--- src/rtl/wtb_pkg.sv ---
package wtb_pkg;
  // next ring index for a buffer of arbitrary depth
  function automatic int unsigned ring_next(input int unsigned idx, input int unsigned depth);
    return (idx + 1 >= depth) ? 0 : idx + 1;
  endfunction

  function automatic int unsigned idx_width(input int unsigned depth);
    return (depth > 1) ? $clog2(depth) : 1;
  endfunction
endpackage

--- src/rtl/wtb_ctrl.sv ---
module wtb_ctrl #(
  parameter int unsigned DEPTH = 4,
  localparam int unsigned PTR_W = wtb_pkg::idx_width(DEPTH),
  localparam int unsigned CNT_W = $clog2(DEPTH + 1)
) (
  input  logic             clk,
  input  logic             rst_n,
  input  logic             st_valid,
  input  logic             mem_ready,
  output logic             push,
  output logic             pop,
  output logic [PTR_W-1:0] wr_ptr,
  output logic [PTR_W-1:0] rd_ptr,
  output logic [DEPTH-1:0] live,
  output logic             full,
  output logic             empty,
  output logic             stall
);
  logic [CNT_W-1:0] occ_q;

  assign full  = (occ_q == CNT_W'(DEPTH));
  assign empty = (occ_q == '0);
  assign pop   = ~empty & mem_ready;
  assign stall = full & st_valid & ~mem_ready;
  assign push  = st_valid & ~stall;

  always_ff @(posedge clk or negedge rst_n) begin
    if (!rst_n) begin
      occ_q  <= '0;
      wr_ptr <= '0;
      rd_ptr <= '0;
    end else begin
      case ({push, pop})
        2'b10:   occ_q <= occ_q + CNT_W'(1);
        2'b01:   occ_q <= occ_q - CNT_W'(1);
        default: occ_q <= occ_q;
      endcase
      if (push) wr_ptr <= PTR_W'(wtb_pkg::ring_next(32'(wr_ptr), DEPTH));
      if (pop)  rd_ptr <= PTR_W'(wtb_pkg::ring_next(32'(rd_ptr), DEPTH));
    end
  end

  // per-entry occupancy flags used by the address comparators
  for (genvar i = 0; i < DEPTH; i++) begin : g_live
    always_ff @(posedge clk or negedge rst_n) begin
      if (!rst_n) begin
        live[i] <= 1'b0;
      end else if (push && wr_ptr == PTR_W'(i)) begin
        live[i] <= 1'b1;
      end else if (pop && rd_ptr == PTR_W'(i)) begin
        live[i] <= 1'b0;
      end
    end
  end
endmodule

--- src/rtl/wtb_entries.sv ---
module wtb_entries #(
  parameter int unsigned DEPTH  = 4,
  parameter int unsigned ADDR_W = 30,
  parameter int unsigned DATA_W = 32,
  localparam int unsigned BE_W  = DATA_W / 8,
  localparam int unsigned PTR_W = wtb_pkg::idx_width(DEPTH)
) (
  input  logic                         clk,
  input  logic                         rst_n,
  input  logic                         wr_en,
  input  logic [PTR_W-1:0]             wr_ptr,
  input  logic [ADDR_W-1:0]            wr_addr,
  input  logic [DATA_W-1:0]            wr_data,
  input  logic [BE_W-1:0]              wr_be,
  input  logic [PTR_W-1:0]             rd_ptr,
  output logic [ADDR_W-1:0]            rd_addr,
  output logic [DATA_W-1:0]            rd_data,
  output logic [BE_W-1:0]              rd_be,
  output logic [DEPTH-1:0][ADDR_W-1:0] all_addr
);
  logic [DEPTH-1:0][DATA_W-1:0] data_q;
  logic [DEPTH-1:0][BE_W-1:0]   be_q;

  for (genvar i = 0; i < DEPTH; i++) begin : g_slot
    always_ff @(posedge clk or negedge rst_n) begin
      if (!rst_n) begin
        all_addr[i] <= '0;
        data_q[i]   <= '0;
        be_q[i]     <= '0;
      end else if (wr_en && wr_ptr == PTR_W'(i)) begin
        all_addr[i] <= wr_addr;
        data_q[i]   <= wr_data;
        be_q[i]     <= wr_be;
      end
    end
  end

  assign rd_addr = all_addr[rd_ptr];
  assign rd_data = data_q[rd_ptr];
  assign rd_be   = be_q[rd_ptr];
endmodule

--- src/rtl/wtb_addr_match.sv ---
module wtb_addr_match #(
  parameter int unsigned DEPTH  = 4,
  parameter int unsigned ADDR_W = 30
) (
  input  logic [DEPTH-1:0][ADDR_W-1:0] all_addr,
  input  logic [DEPTH-1:0]             live,
  input  logic [ADDR_W-1:0]            probe,
  output logic                         hit
);
  logic [DEPTH-1:0] eq;

  for (genvar i = 0; i < DEPTH; i++) begin : g_cmp
    assign eq[i] = live[i] & (all_addr[i] == probe);
  end

  assign hit = |eq;
endmodule

--- src/rtl/wt_store_queue.sv ---
module wt_store_queue #(
  parameter int unsigned DEPTH  = 4,
  parameter int unsigned ADDR_W = 30,
  parameter int unsigned DATA_W = 32,
  localparam int unsigned BE_W  = DATA_W / 8,
  localparam int unsigned PTR_W = wtb_pkg::idx_width(DEPTH)
) (
  input  logic              clk,
  input  logic              rst_n,
  input  logic              st_valid,
  input  logic [ADDR_W-1:0] st_addr,
  input  logic [DATA_W-1:0] st_data,
  input  logic [BE_W-1:0]   st_be,
  output logic              st_stall,
  output logic              mem_valid,
  input  logic              mem_ready,
  output logic [ADDR_W-1:0] mem_addr,
  output logic [DATA_W-1:0] mem_data,
  output logic [BE_W-1:0]   mem_be,
  output logic              buf_full,
  output logic              buf_empty,
  input  logic [ADDR_W-1:0] ld_addr,
  output logic              ld_hit
);
  logic                         push, pop;
  logic [PTR_W-1:0]             wr_ptr, rd_ptr;
  logic [DEPTH-1:0]             live;
  logic [DEPTH-1:0][ADDR_W-1:0] all_addr;

  wtb_ctrl #(.DEPTH(DEPTH)) u_ctrl (
    .clk(clk), .rst_n(rst_n), .st_valid(st_valid), .mem_ready(mem_ready),
    .push(push), .pop(pop), .wr_ptr(wr_ptr), .rd_ptr(rd_ptr), .live(live),
    .full(buf_full), .empty(buf_empty), .stall(st_stall)
  );

  wtb_entries #(.DEPTH(DEPTH), .ADDR_W(ADDR_W), .DATA_W(DATA_W)) u_entries (
    .clk(clk), .rst_n(rst_n), .wr_en(push), .wr_ptr(wr_ptr),
    .wr_addr(st_addr), .wr_data(st_data), .wr_be(st_be), .rd_ptr(rd_ptr),
    .rd_addr(mem_addr), .rd_data(mem_data), .rd_be(mem_be), .all_addr(all_addr)
  );

  wtb_addr_match #(.DEPTH(DEPTH), .ADDR_W(ADDR_W)) u_match (
    .all_addr(all_addr), .live(live), .probe(ld_addr), .hit(ld_hit)
  );

  assign mem_valid = ~buf_empty;
endmodule

--- config.mk ---
export PLATFORM = sky130hd
export DESIGN_NAME = wt_store_queue
export DESIGN_NICKNAME = d
export VERILOG_FILES = /design/src/rtl/wtb_pkg.sv /design/src/rtl/wtb_ctrl.sv /design/src/rtl/wtb_entries.sv /design/src/rtl/wtb_addr_match.sv /design/src/rtl/wt_store_queue.sv
export SDC_FILE = /design/constraint.sdc
export NUM_CORES = 1
export LEC_CHECK = 0
export ABC_CLOCK_PERIOD_IN_PS = 2000
export BUFFER_PORTS_ARGS = -buffer_cell sky130_fd_sc_hd__buf_2
export CAP_MARGIN = 5
export CORE_UTILIZATION = 53
export DETAILED_ROUTE_END_ITERATION = 12
export GPL_TIMING_DRIVEN = 1
export PLACE_DENSITY = 0.78
export SYNTH_ARGS = -nofsm -noshare
export SYNTH_HDL_FRONTEND = slang
export SYNTH_SLANG_ARGS = --single-unit
export TNS_END_PERCENT = 5
--- constraint.sdc ---
create_clock -name clk -period 2 [get_ports clk]
set_input_delay 0.4 -clock clk [delete_from_list [all_inputs] [get_ports clk]]
set_output_delay 0.4 -clock clk [all_outputs]
set_load 0.01 [all_outputs]
=== Yosys cells after proc, flatten, opt, wreduce, memory -nomap -nowiden ===
Index checks and enable logic that the tools add are counted.

* Input port bits: 100
* Bits in registers: 275
* Output and inout port bits: 71

* Reductions and logical operators: 17
* Equality and inequality tests: 13
* Mux-type cells: 17
* Bitwise gates (word level): 11
* $lt $le $gt $ge: 3
* Add/subtract/negate cells: 4

{| class="wikitable"
|+ Operators by type and width
! kind !! count
|-
| equality test 30 bit || 4
|-
| binary-select mux 32 bit (select 2 bit) || 1
|-
| binary-select mux 30 bit (select 2 bit) || 1
|-
| 2-to-1 mux 32 bit || 1
|-
| 2-to-1 mux 30 bit || 1
|-
| equality test 2 bit (second input constant) || 5
|-
| nonzero test 2 bit || 5
|-
| AND 1 bit || 8
|-
| binary-select mux 4 bit (select 2 bit) || 1
|-
| logical AND 1 bit || 8
|-
| 2-to-1 mux 1 bit || 8
|-
| adder 2 x 1 -> 3 bit (second input constant) || 2
|-
| equality test 2 x 1 -> 1 bit (second input constant) || 3
|-
| >= comparator 3 bit (second input constant) || 2
|-
| one-hot mux 3 bit (2 select lines) || 1
|-
| zero test 2 bit || 2
|-
| 2-to-1 mux 2 bit || 2
|-
| 2-to-1 mux 4 bit || 1
|-
| OR reduction 4 bit || 1
|-
| adder 3 x 1 -> 3 bit (second input constant) || 1
|-
| equality test 3 bit (second input constant) || 1
|-
| zero test 3 bit || 1
|-
| less-than comparator 2 x 3 -> 1 bit (second input constant) || 1
|-
| NOT 1 bit || 3
|-
| subtractor 3 x 1 -> 3 bit (second input constant) || 1
|}

=== Logic depth before layout (Yosys ltp) ===
Gate-level depths: netlist (run 1).

* Word-level depth: 7
* Depth in mapped cells: 11
* Depth with buffers taken out: 10

=== Cells and area by module ===
Synthesis (run 1) repeated with hierarchy kept, for this count alone.

* Cell total of the unflattened synthesis: 865
* Area, all modules: 13337.8 µm²

{| class="wikitable"
|+ By module, submodules not included
! module !! cells each !! times used !! area an instance (µm²)
|-
| wtb_entries || 640 || 1 || 11349.6
|-
| wtb_addr_match || 166 || 1 || 1345.0
|-
| wtb_ctrl || 58 || 1 || 639.4
|-
| wt_store_queue || 1 || 1 || 3.8
|}

=== Worst setup path before layout (run 1) ===
Ideal clock, no wire load.

* Path type: register to register
* Start: register u_ctrl.occ_q[1]
* End: register u_ctrl.occ_q[2]
* Buffers on the path: 1
* Arrival time: 2.057 ns
* Period minus slack after synthesis: 2.137 ns
* Required time: 1.921 ns
* Stages on the path, launching flop included: 12
* Path slack: -0.137 ns
* Cells stage by stage: dfrtp_1 > nor3b_2 > nor2b_4 > nor2b_2 > buf_6 > inv_1 > ha_1 > inv_1 > fa_1 > xor2_1 > nor2_1 > xor2_1

* Longest elaborated chain between the ends: 7
* Elaborated cells on any way between the ends: 14
* Classes of those cells: add/sub: 2; eq/ne: 3; mux: 1; bitwise: 6; reduce/logical: 2

{| class="wikitable"
|+ Ends and longest elaborated chain
! item !! RTL line !! RTL
|-
| from (decl) || wtb_ctrl.sv:19 || <nowiki>logic [CNT_W-1:0] occ_q;</nowiki>
|-
| from (signal assigned) || wtb_ctrl.sv:34 || <nowiki>2'b10: occ_q <= occ_q + CNT_W'(1);</nowiki>
|-
| from (signal assigned) || wtb_ctrl.sv:35 || <nowiki>2'b01: occ_q <= occ_q - CNT_W'(1);</nowiki>
|-
| from (signal assigned) || wtb_ctrl.sv:36 || <nowiki>default: occ_q <= occ_q;</nowiki>
|-
| equality test 3 bit (*) || wtb_ctrl.sv:21 || <nowiki>assign full = (occ_q == CNT_W'(DEPTH));</nowiki>
|-
| via buf_full || wt_store_queue.sv:20 || <nowiki>output logic buf_full,</nowiki>
|-
| AND 1 bit (*) (2 in a row) || wtb_ctrl.sv:24 || <nowiki>assign stall = full & st_valid & ~mem_ready;</nowiki>
|-
| NOT 1 bit (*) || wtb_ctrl.sv:25 || <nowiki>assign push = st_valid & ~stall;</nowiki>
|-
| AND 1 bit (*) || wtb_ctrl.sv:25 ||
|-
| equality test 2 x 1 -> 1 bit / equality test 2 bit (equally long branches) || wtb_ctrl.sv:33 || <nowiki>case ({push, pop})</nowiki>
|-
| one-hot mux 3 bit (2 select lines) / nonzero test 2 bit (equally long branches) || -- ||
|}

The timed path passes the listed nets; every way through them passes the cells marked *.
A chain may end at the register's enable or synchronous reset.

=== Worst setup path after layout (run 1) ===
* Start: register u_entries.all_addr[112] (netlist bit)
* End: output ld_hit

* Longest elaborated chain between the ends: 3

{| class="wikitable"
|+ Ends and longest elaborated chain
! item !! RTL line !! RTL
|-
| from (decl) || wtb_entries.sv:19 || <nowiki>output logic [DEPTH-1:0][ADDR_W-1:0] all_addr</nowiki>
|-
| from (signal, indexed assignment) || wtb_entries.sv:31 || <nowiki>all_addr[i] <= wr_addr;</nowiki>
|-
| equality test 30 bit || wtb_addr_match.sv:13 || <nowiki>assign eq[i] = live[i] & (all_addr[i] == probe);</nowiki>
|-
| AND 1 bit || wtb_addr_match.sv:13 ||
|-
| OR reduction 4 bit || wtb_addr_match.sv:16 || <nowiki>assign hit = |eq;</nowiki>
|-
| to (decl) || wt_store_queue.sv:23 || <nowiki>output logic ld_hit</nowiki>
|}

Every way passes these cells.

==> results of run 1 <==
==> layout by cell type (no fill, tap or decap), types with 2 or more instances in the layout <==
| master | instances |
|---|---|
| and2_1 | 2 |
| buf_12 | 19 |
| buf_16 | 2 |
| buf_2 | 122 |
| buf_4 | 19 |
| buf_6 | 49 |
| bufinv_16 | 3 |
| clkbuf_1 | 7 |
| clkbuf_16 | 34 |
| clkbuf_8 | 9 |
| clkinv_2 | 4 |
| dfrtp_1 | 273 |
| dfrtp_4 | 2 |
| diode_2 | 4 |
| ha_1 | 8 |
| inv_1 | 6 |
| inv_2 | 2 |
| mux2_2 | 145 |
| mux2_4 | 119 |
| mux4_2 | 66 |
| nand2_1 | 17 |
| nand2_4 | 3 |
| nand4_1 | 25 |
| nor2_1 | 3 |
| nor2b_4 | 2 |
| nor4_1 | 12 |
| nor4_2 | 4 |
| o21ai_0 | 4 |
| xnor2_1 | 61 |
| xnor2_2 | 16 |
| xor2_1 | 46 |
==> registers in the layout (all words and copies together) (netlist names) <==
signal and flops:
u_entries.be_q 16, u_ctrl.live 4, u_entries.data_q 128, u_entries.all_addr 120
u_ctrl.occ_q 3, u_ctrl.rd_ptr 2, u_ctrl.wr_ptr 2
==> critical path, delay by kind of cell, from the launching register on <==
kind          cells  cell delay [ns]
simple gates      4             0.78
flops             1             0.42
xor+xnor          1             0.24
buf+inv           1             0.15
==> area by class of cell <==
cell class,count,area (um2),share of cell area [%]
Timing Repair Buffer,216,1841,10.84
Antenna cell,4,10.01,0.05894
Sequential cell,275,6889,40.57
Inverter,9,36.28,0.2137
Tap cell,335,419.2,2.468
Clock inverter,7,110.1,0.6484
Multi-Input combinational cell,539,6750,39.75
Clock buffer,47,925.9,5.452
==> worst paths after layout <==
| kind | from | endpoint | slack (ns) | cells past startpoint |
|---|---|---|---|---|
| max in group asynchronous | rst_n | u_entries.all_addr[101] | 1.01 | 3 |
| setup / recovery | u_entries.all_addr[112] | ld_hit | -0.55 | 6 |
| min in group asynchronous | rst_n | u_entries.data_q[30] | 0.33 | 2 |
| hold reg to reg | u_ctrl.occ_q[2] | u_ctrl.occ_q[2] | 0.49 | 1 |
| hold / removal | st_addr[14] | u_entries.all_addr[14] | 0.13 | 2 |
| setup reg to reg | u_ctrl.occ_q[0] | u_ctrl.occ_q[2] | 0.05 | 10 |
==> what timing repair did <==
action | CTS | global route
cloned | 0 | 3
buffers inserted | 1 | 0
hold buffers | 1 | 0
hold endpoints to repair | 29 | 0
resized for setup | 41 | 38
pin swaps | 10 | 12
setup endpoints to repair | 70 | 159
==> synthesized netlist by cell type <==
cell type	n	area, um2
nor4_1	16	100.1
nor2b_2	1	8.760
nand4_1	25	156.4
clkbuf_1	19	71.32
nor2_1	3	11.26
or3_1	1	6.260
o21ai_0	5	25.02
xor2_1	46	402.9
inv_1	9	33.78
buf_1	5	18.77
nor2b_4	1	13.76
mux2_2	148	1667
dfrtp_1	275	6882
buf_12	9	180.2
nand2_1	17	63.81
buf_4	12	90.09
mux4_2	66	1486
ha_1	9	112.6
buf_6	5	56.30
buf_2	8	40.04
fa_1	1	20.02
and2_1	2	12.51
buf_8	3	45.04
mux2_4	116	1742
xnor2_1	77	674.4
nand2_4	4	45.04
nor3b_2	1	12.51
==> metal layers <==
layer  vias to the layer above  track usage [%]  wire length [um]
met2                       270            37.69             15340
met5                         -                0                12
met3                        64            5.525              2150
met1                      4321            34.06             14250
met4                         2            6.088               762
li1                       3594                -                 -
==> report_power, final <==
part	switching [mW]	internal [mW]
sequential	2.26	8.47
clock	2.19	3.53
combinational	5.78	9.28
==> stage by stage <==
step	util (%)	std cells	power, mW	setup WS (ns)
final	65.35	1432	31.51	-0.5513
after CTS	64.14	1425	30.77	-0.4712
after global placement	59.08	1369	23.68	-0.1671
after global routing	65.32	1429	33.11	-0.5855
after floorplan	-	884	19.81	-0.08592
after detailed placement	59.08	1369	24.04	-0.1004
==> cell families after synthesis <==
group | after synthesis
AO/OA/AOI/OAI | 5
XOR/XNOR | 123
adder cells (fa/ha/maj) | 10
buffers and inverters | 70
flip-flops | 275
multiplexers | 330
AND/OR/NAND/NOR | 71
==> impl_metrics.toml, run 1 <==
[place]
dpl_cell_area_um2 = 15350
gp_congestion = 0.8924
dp_hpwl_um = 21670
portBuffers = 170

[critical_path]
critPathRequiredTime_ns = 1.60
crit_chain = "xnor2_2 -> nand4_1 -> nor4_2 -> nand4_1 -> nand4_1 -> buf_2"
worstPathMaxFanout = 3
cp-end-kind = "primary output"
path_common_cell = "nand4_1"
slowest_stage = "dfrtp_1"
cp.arrival_ns = 2.15
critPathLaunchType = "register"
critPathKind = "reg -> out"
cpPeakStageDelay_ns = 0.42

[logic_synthesis]
syn_area_per_cell_um2 = 15.81
synthSimpleGateAreaFrac_pct = 3.079
yosysSeqAreaShare_pct = 49.23
ys_ff_latch = 275
syn-num-nets = 994
synth_top_family_by_area = "multiplexers"
synth_cells = 884
synth_area_um2 = 13980
muxShareOfSynthArea_pct = 35.02
synth_compound_area_share_pct = 0.1790
yosysUniqueCellTypes = 27
yosys_warnings = 0
synth_xor_area_share_pct = 7.707
synthAdderAreaFrac_pct = 0.9489

[clocking]
cts_buffer_depth = 3
numCtsBuffers = 30
worstSkewPairLatency_ns = 0.54
clock_sinks = 275
path_clk_slew_ns = 0.06
cts_root_buffer = "clkbuf_16"
cts_tree = "built"
h-tree-depth = 1

[pwr]
peakVddDrop_mv = 1.185
power_density_nw_per_um2 = 1855
power_leakage_nw = 7.758

[detailed_routing]
vias = 8251
vias_per_cell = 5.762
wirelength_um = 32520
routedWlPerCell_um = 22.71
postRouteAntennaNets = 0
drt_iter0_markers = 486
drc_errors = 0
firstDrtPassIters = 5

[timing]
slew_viol_final = 0
hold_viol = 0
worst_slack_ns = -0.5513
rsz0062_at_grt = "yes"
fmax_mhz = 392.0
final-setup-viol-count = 70
worst_pin_slew_ns = 0.5005
clock_skew_ns = 0.007164
whs_ns = 0.1265
period_share_pct = 127.6
fin_setup_tns_ns = -28.43
relSlewSlack_pct = 66.32
fin_crit_ns = 2.551

[die]
rows = 59
fp.dieW_um = 164.4
io_pins = 171
dieArea_um2 = 27030
start_util_pct = 53.79
dieHeight_um = 164.4
core_area_um2 = 25980

[status]
run_status = "complete, but fails checks"
violations = "negative setup slack"

[global_route]
grt_pass1_wl_um = 49560
grt_pass1_vias = 8632
antenna_found_initial = 5
grt_usage_pct = 24.08
grt_max_degree = 68
overflow = 0

[layout]
fillCellCount = 1842
fin_area_um2 = 16980
nets = 1181
area_delta_synth_final_pct = 21.49
drive_gt1_share_pct = 57.37

[hold_path]
hp-class = "in -> reg"

[job]
cap_violations = 0
(Power assumes the default switching activity.)
==> run 2, diff against run 1 <==
- GPL_TIMING_DRIVEN: 1 -> 0
==> run 2 against run 1 <==
Hold slack got worse by 0.0088 ns. Critical path type unchanged. Sequential power about the same. Clock power increased by 5.6%. The flow still finishes with violations (negative setup slack). Register-to-register slack got worse by 0.14 ns. Clock skew increased by 0.0061 ns.
==> impl_metrics.toml, run 2 (same netlist as run 1, synthesis figures left out) <==
[layout]
fin_area_um2 = 17200
largest_register_ffs = 128
multiInputGateArea_um2 = 6785
reg.largest.list = "u_entries.data_q x128, u_entries.all_addr x120, u_entries.be_q x16"
final_common_cell = "dfrtp_1"
nets = 1196
seq_area_um2 = 6883
final_cell_mix = "dfrtp_1 (274), mux2_2 (148), mux2_4 (116)"
largest_register = "u_entries.data_q"
fin_util_pct = 66.17
fillCellCount = 1808
drive_gt1_share_pct = 57.62
area_delta_synth_final_pct = 23.02

[clocking]
cts_buffer_depth = 3
worstSkewPairLatency_ns = 0.55
clock_sinks = 275
h-tree-depth = 1
path_clk_slew_ns = 0.06
numCtsBuffers = 30
cts_root_buffer = "clkbuf_16"
cts_tree = "built"

[timing]
rsz0062_at_grt = "yes"
hold_viol = 0
worst_pin_slew_ns = 0.6766
worst_slack_ns = -0.5358
clock_skew_ns = 0.01325
relSlewSlack_pct = 54.90
final-setup-viol-count = 69
period_share_pct = 126.8
fmax_mhz = 394.3
fin_crit_ns = 2.536
slew_viol_final = 0

[detailed_routing]
drt_iter0_markers = 493
routedWlPerCell_um = 22.92
postRouteAntennaNets = 0
wl_met3_um = 2005
vias = 8302
highest_layer = "met5"
wl_met2_um = 16020
firstDrtPassIters = 4
wirelength_um = 33230
vias_per_cell = 5.726
wl_met1_um = 14330
drc_errors = 0

[critical_path]
worst_r2r_path_depth = 11
critPathLaunchType = "register"
critPathRequiredTime_ns = 1.60
r2r-start = "u_ctrl.occ_q[1]"
cp.arrival_ns = 2.14
critPathKind = "reg -> out"
cp-end-kind = "primary output"
reg2reg_to = "u_ctrl.occ_q[2]"
worstPathMaxFanout = 3
r2r_setup_slack_ns = -0.09

[global_route]
grt_pass1_wl_um = 50360
overflow = 0
antenna_found_initial = 7
grt_max_degree = 124
grt_pass1_vias = 8635
grt_usage_pct = 24.80

[place]
dpl_cell_area_um2 = 15250
gp_congestion = 0.8663
dp_hpwl_um = 22530
post-place-ws_ns = -0.6814
portBuffers = 154

[die]
io_pins = 171
start_util_pct = 53.79
core_area_um2 = 25980
fp.dieW_um = 164.4
dieHeight_um = 164.4
rows = 59
dieArea_um2 = 27030

[pwr]
intPower_mw = 21.79
switching_share_pct = 32.51
p_switching_mw = 10.50
peakVddDrop_mv = 1.408
p_clk_share_pct = 18.7
power_leakage_nw = 7.865
seq_power_share_pct = 33.0
p_total_mw = 32.29
power_density_nw_per_um2 = 1878
pwr-share-comb_pct = 48.3

[status]
violations = "negative setup slack"
run_status = "complete, but fails checks"

[hold_path]
min_from = "st_data[4]"
hold-path-endpoint = "u_entries.data_q[100]"
hp-class = "in -> reg"
hold_path_depth = 2

[job]
cap_violations = 0
==> run 2: power by group through the flow <==
stage / sequential, mW / combinational [mW] / clock (mW)
floorplan: 9.90 / 9.91 / 0
global placement: 10.4 / 13.1 / 0
detailed placement: 10.5 / 13.3 / 0
CTS: 10.6 / 14.4 / 6.14
global route: 11.0 / 16.5 / 6.35
finish: 10.7 / 15.6 / 6.04
==> run 2: area by class of cell <==
class,instances,area share (%)
Multi-Input combinational cell,539,39.46
Clock buffer,38,4.955
Buffer,61,4.002
Timing Repair Buffer,170,7.407
Inverter,9,0.2110
Sequential cell,275,40.03
Antenna cell,6,0.08732
Clock inverter,17,1.412
Tap cell,335,2.438
==> run 2: what timing repair did <==
item	4_1_cts	5_1_grt
hold buffers	1	0
gates resized for setup	78	58
endpoints found under the setup margin	73	153
pin swaps	5	20
setup buffers	4	7
cloned	1	1
hold endpoints to repair	42	0
==> run 2: worst max path at each step <==
| stage | slack (ns) | to | start |
|---|---|---|---|
| 4_1_cts | -0.54 | ld_hit | u_entries.all_addr[91] |
| 6_report | -0.54 | ld_hit | u_entries.all_addr[19] |
| 3_5_place_dp | -0.68 | mem_addr[10] | u_ctrl.rd_ptr[1] |
| 3_3_place_gp | -4.52 | u_ctrl.occ_q[2] | rst_n |
| 5_1_grt | -0.63 | ld_hit | u_entries.all_addr[22] |
| 2_1_floorplan | -0.09 | u_ctrl.occ_q[2] | u_ctrl.occ_q[0] |
==> run 2: through the flow <==
stage / instances / TNS [ns] / hold slack (ns)
finish: 1450 / -27.23 / 0.1177
floorplan: 884 / -0.5475 / 0.1044
CTS: 1436 / -27.28 / 0.1054
detailed placement: 1375 / -21.59 / 0.3225
global route: 1446 / -30.67 / 0.1093
global placement: 1373 / -1260.26 / 0.4678
==> run 2: layer usage <==
metal	GRT usage, %	vias to the layer above
met5	0	-
met4	7.131	8
met3	5.701	60
met2	39.93	243
met1	33.71	4364
li1	-	3627
==> run 2: critical path: stages (launching register included) <==
cell,delay [ns]
dfrtp_1,0.41
xnor2_2,0.20
nand4_1,0.17
nor4_2,0.38
nand4_1,0.14
nand4_1,0.14
buf_2,0.15
==> run 3, diff against run 2 <==
- CTS_BUF_LIST: default -> sky130_fd_sc_hd__clkbuf_16
- PLACE_DENSITY: 0.78 -> 0.8
==> run 3 against run 2 <==
The flow still finishes with violations (negative setup slack). Flip-flop and latch count is the same. Global-route usage grew 0.25 points. Utilization shrank 0.68 points. Worst setup slack lost 0.060 ns. Register-to-register slack is essentially flat. Via count shrank 0.12%. Count of clock-buffer cells in the layout shrank 7. First-iteration DRC count grew 13%. Clock power shrank 13%. Cell count shrank 0.41%.
==> impl_metrics.toml, run 3 (same netlist as run 1, synthesis figures left out) <==
[global_route]
grt_pass1_vias = 8882
grt_max_degree = 116
grt_pass1_wl_um = 51060
overflow = 0
antenna_found_initial = 6
grt_usage_pct = 25.04

[layout]
area_delta_synth_final_pct = 21.75
multiInputGateArea_um2 = 6720
reg.largest.list = "u_entries.data_q x128, u_entries.all_addr x120, u_entries.be_q x16"
seq_area_um2 = 6884
fillCellCount = 1828
nets = 1193
largest_register = "u_entries.data_q"
largest_register_ffs = 128
fin_area_um2 = 17020
final_cell_mix = "dfrtp_1 (273), mux2_2 (148), mux2_4 (116)"
final_common_cell = "dfrtp_1"
drive_gt1_share_pct = 55.75

[pwr]
switching_share_pct = 33.07
intPower_mw = 21.17
power_density_nw_per_um2 = 1859
power_leakage_nw = 7.733
p_switching_mw = 10.46
seq_power_share_pct = 33.6
p_total_mw = 31.64
peakVddDrop_mv = 1.196
p_clk_share_pct = 16.7
pwr-share-comb_pct = 49.7

[detailed_routing]
firstDrtPassIters = 4
postRouteAntennaNets = 0
wirelength_um = 33250
vias_per_cell = 5.742
vias = 8292
routedWlPerCell_um = 23.03
drc_errors = 0
drt_iter0_markers = 555

[timing]
rsz0062_at_grt = "yes"
slew_viol_final = 0
period_share_pct = 129.8
worst_pin_slew_ns = 0.5847
clock_skew_ns = 0.008255
fmax_mhz = 385.3
relSlewSlack_pct = 61.02
fin_crit_ns = 2.596
final-setup-viol-count = 69
hold_viol = 0
worst_slack_ns = -0.5956

[die]
dieArea_um2 = 27030
start_util_pct = 53.79
dieHeight_um = 164.4
core_area_um2 = 25980
io_pins = 171
rows = 59
fp.dieW_um = 164.4

[critical_path]
path_common_cell = "nand4_1"
crit_cells = 6
worst_r2r_path_depth = 11
cp_top_family = "simple AND/OR/NAND/NOR gates"
worstPathMaxFanout = 2
cp_num_buf_inv = 1
cpPeakStageDelay_ns = 0.41
slowest_stage = "dfrtp_1"
cp.arrival_ns = 2.20
cp-end-kind = "primary output"
critPathKind = "reg -> out"
critPathRequiredTime_ns = 1.60
crit_chain = "xnor2_2 -> nand4_1 -> nor4_2 -> nand4_1 -> nand4_1 -> buf_2"
critPathLaunchType = "register"

[clocking]
path_clk_slew_ns = 0.06
cts_tree = "built"
numCtsBuffers = 30
worstSkewPairLatency_ns = 0.55
clock_sinks = 275
h-tree-depth = 1
cts_buffer_depth = 3
cts_root_buffer = "clkbuf_16"

[hold_path]
hold_path_depth = 2
hp-class = "in -> reg"

[place]
dp_hpwl_um = 22900
portBuffers = 154
dpl_cell_area_um2 = 15250
gp_congestion = 0.8791

[status]
violations = "negative setup slack"
run_status = "complete, but fails checks"

[job]
cap_violations = 0
==> run 3: cell count changes in the layout (fill, tap and decap cells not counted), sizes merged <==
| cell | previous run | this run |
|---|---|---|
| clkinv | 10 | 18 |
| clkinvlp | 0 | 1 |
| diode | 6 | 4 |
| inv | 10 | 11 |
| clkbuf | 57 | 51 |
| bufinv | 6 | 2 |
| buf | 211 | 207 |
==> run 3: repair_timing <==
item | CTS | global route
cloned | 1 | 1
resized for setup | 94 | 46
setup endpoints to repair | 73 | 187
pin swaps | 12 | 5
hold buffers | 1 | 0
hold endpoints to repair | 53 | 0
setup buffers | 4 | 4
==> run 3: through the flow <==
stage          TNS [ns]  worst slack, ns  hold slack (ns)  cells  util [%]
2_1_floorplan   -0.5475         -0.08592           0.1044    884         -
3_3_place_gp   -1255.58           -4.493           0.4611   1373     58.44
5_1_grt          -29.70          -0.6408           0.1211   1443     65.48
4_1_cts          -26.65          -0.5570           0.1061   1435     64.21
6_report         -24.92          -0.5956           0.1298   1444     65.49
3_5_place_dp     -24.54          -0.7441           0.3633   1375     58.69
==> run 3: worst paths after layout <==
| path | startpoint | end | slack, ns |
|---|---|---|---|
| max reg2reg | u_ctrl.occ_q[1] | u_ctrl.occ_q[2] | -0.09 |
| min | st_addr[21] | u_entries.all_addr[21] | 0.13 |
| min in group asynchronous | rst_n | u_entries.data_q[30] | 0.38 |
| min reg2reg | u_ctrl.occ_q[2] | u_ctrl.occ_q[2] | 0.49 |
| max | u_entries.all_addr[51] | ld_hit | -0.60 |
| max in group asynchronous | rst_n | u_entries.data_q[96] | 0.70 |
==> run 3: layout make-up <==
type                       count  area share [%]
inverter                       9          0.2132
tap                          335           2.463
buffer                        61           4.117
timing repair buffer         167           7.720
antenna                        4         0.05882
clock buffer                  31           4.558
clock inverter                23          0.9264
sequential                   275           40.45
multi-input combinational    539           39.49
==> run 3: layer usage <==
layer | vias up | global-route usage, % | wire, um
li1 | 3606 | - | -
met1 | 4387 | 34.42 | 14290
met2 | 251 | 40.47 | 16120
met3 | 44 | 5.224 | 2194
met4 | 4 | 6.839 | 619
met5 | - | 0 | 25
==> run 3: power groups by stage <==
stage | sequential, mW | clock [mW] | combinational, mW
final | 10.6 | 5.28 | 15.7
after global routing | 10.9 | 5.59 | 16.7
after CTS | 10.6 | 5.37 | 14.8
after detailed placement | 10.6 | 0 | 13.4
after global placement | 10.4 | 0 | 13.1
after floorplan | 9.90 | 0 | 9.91
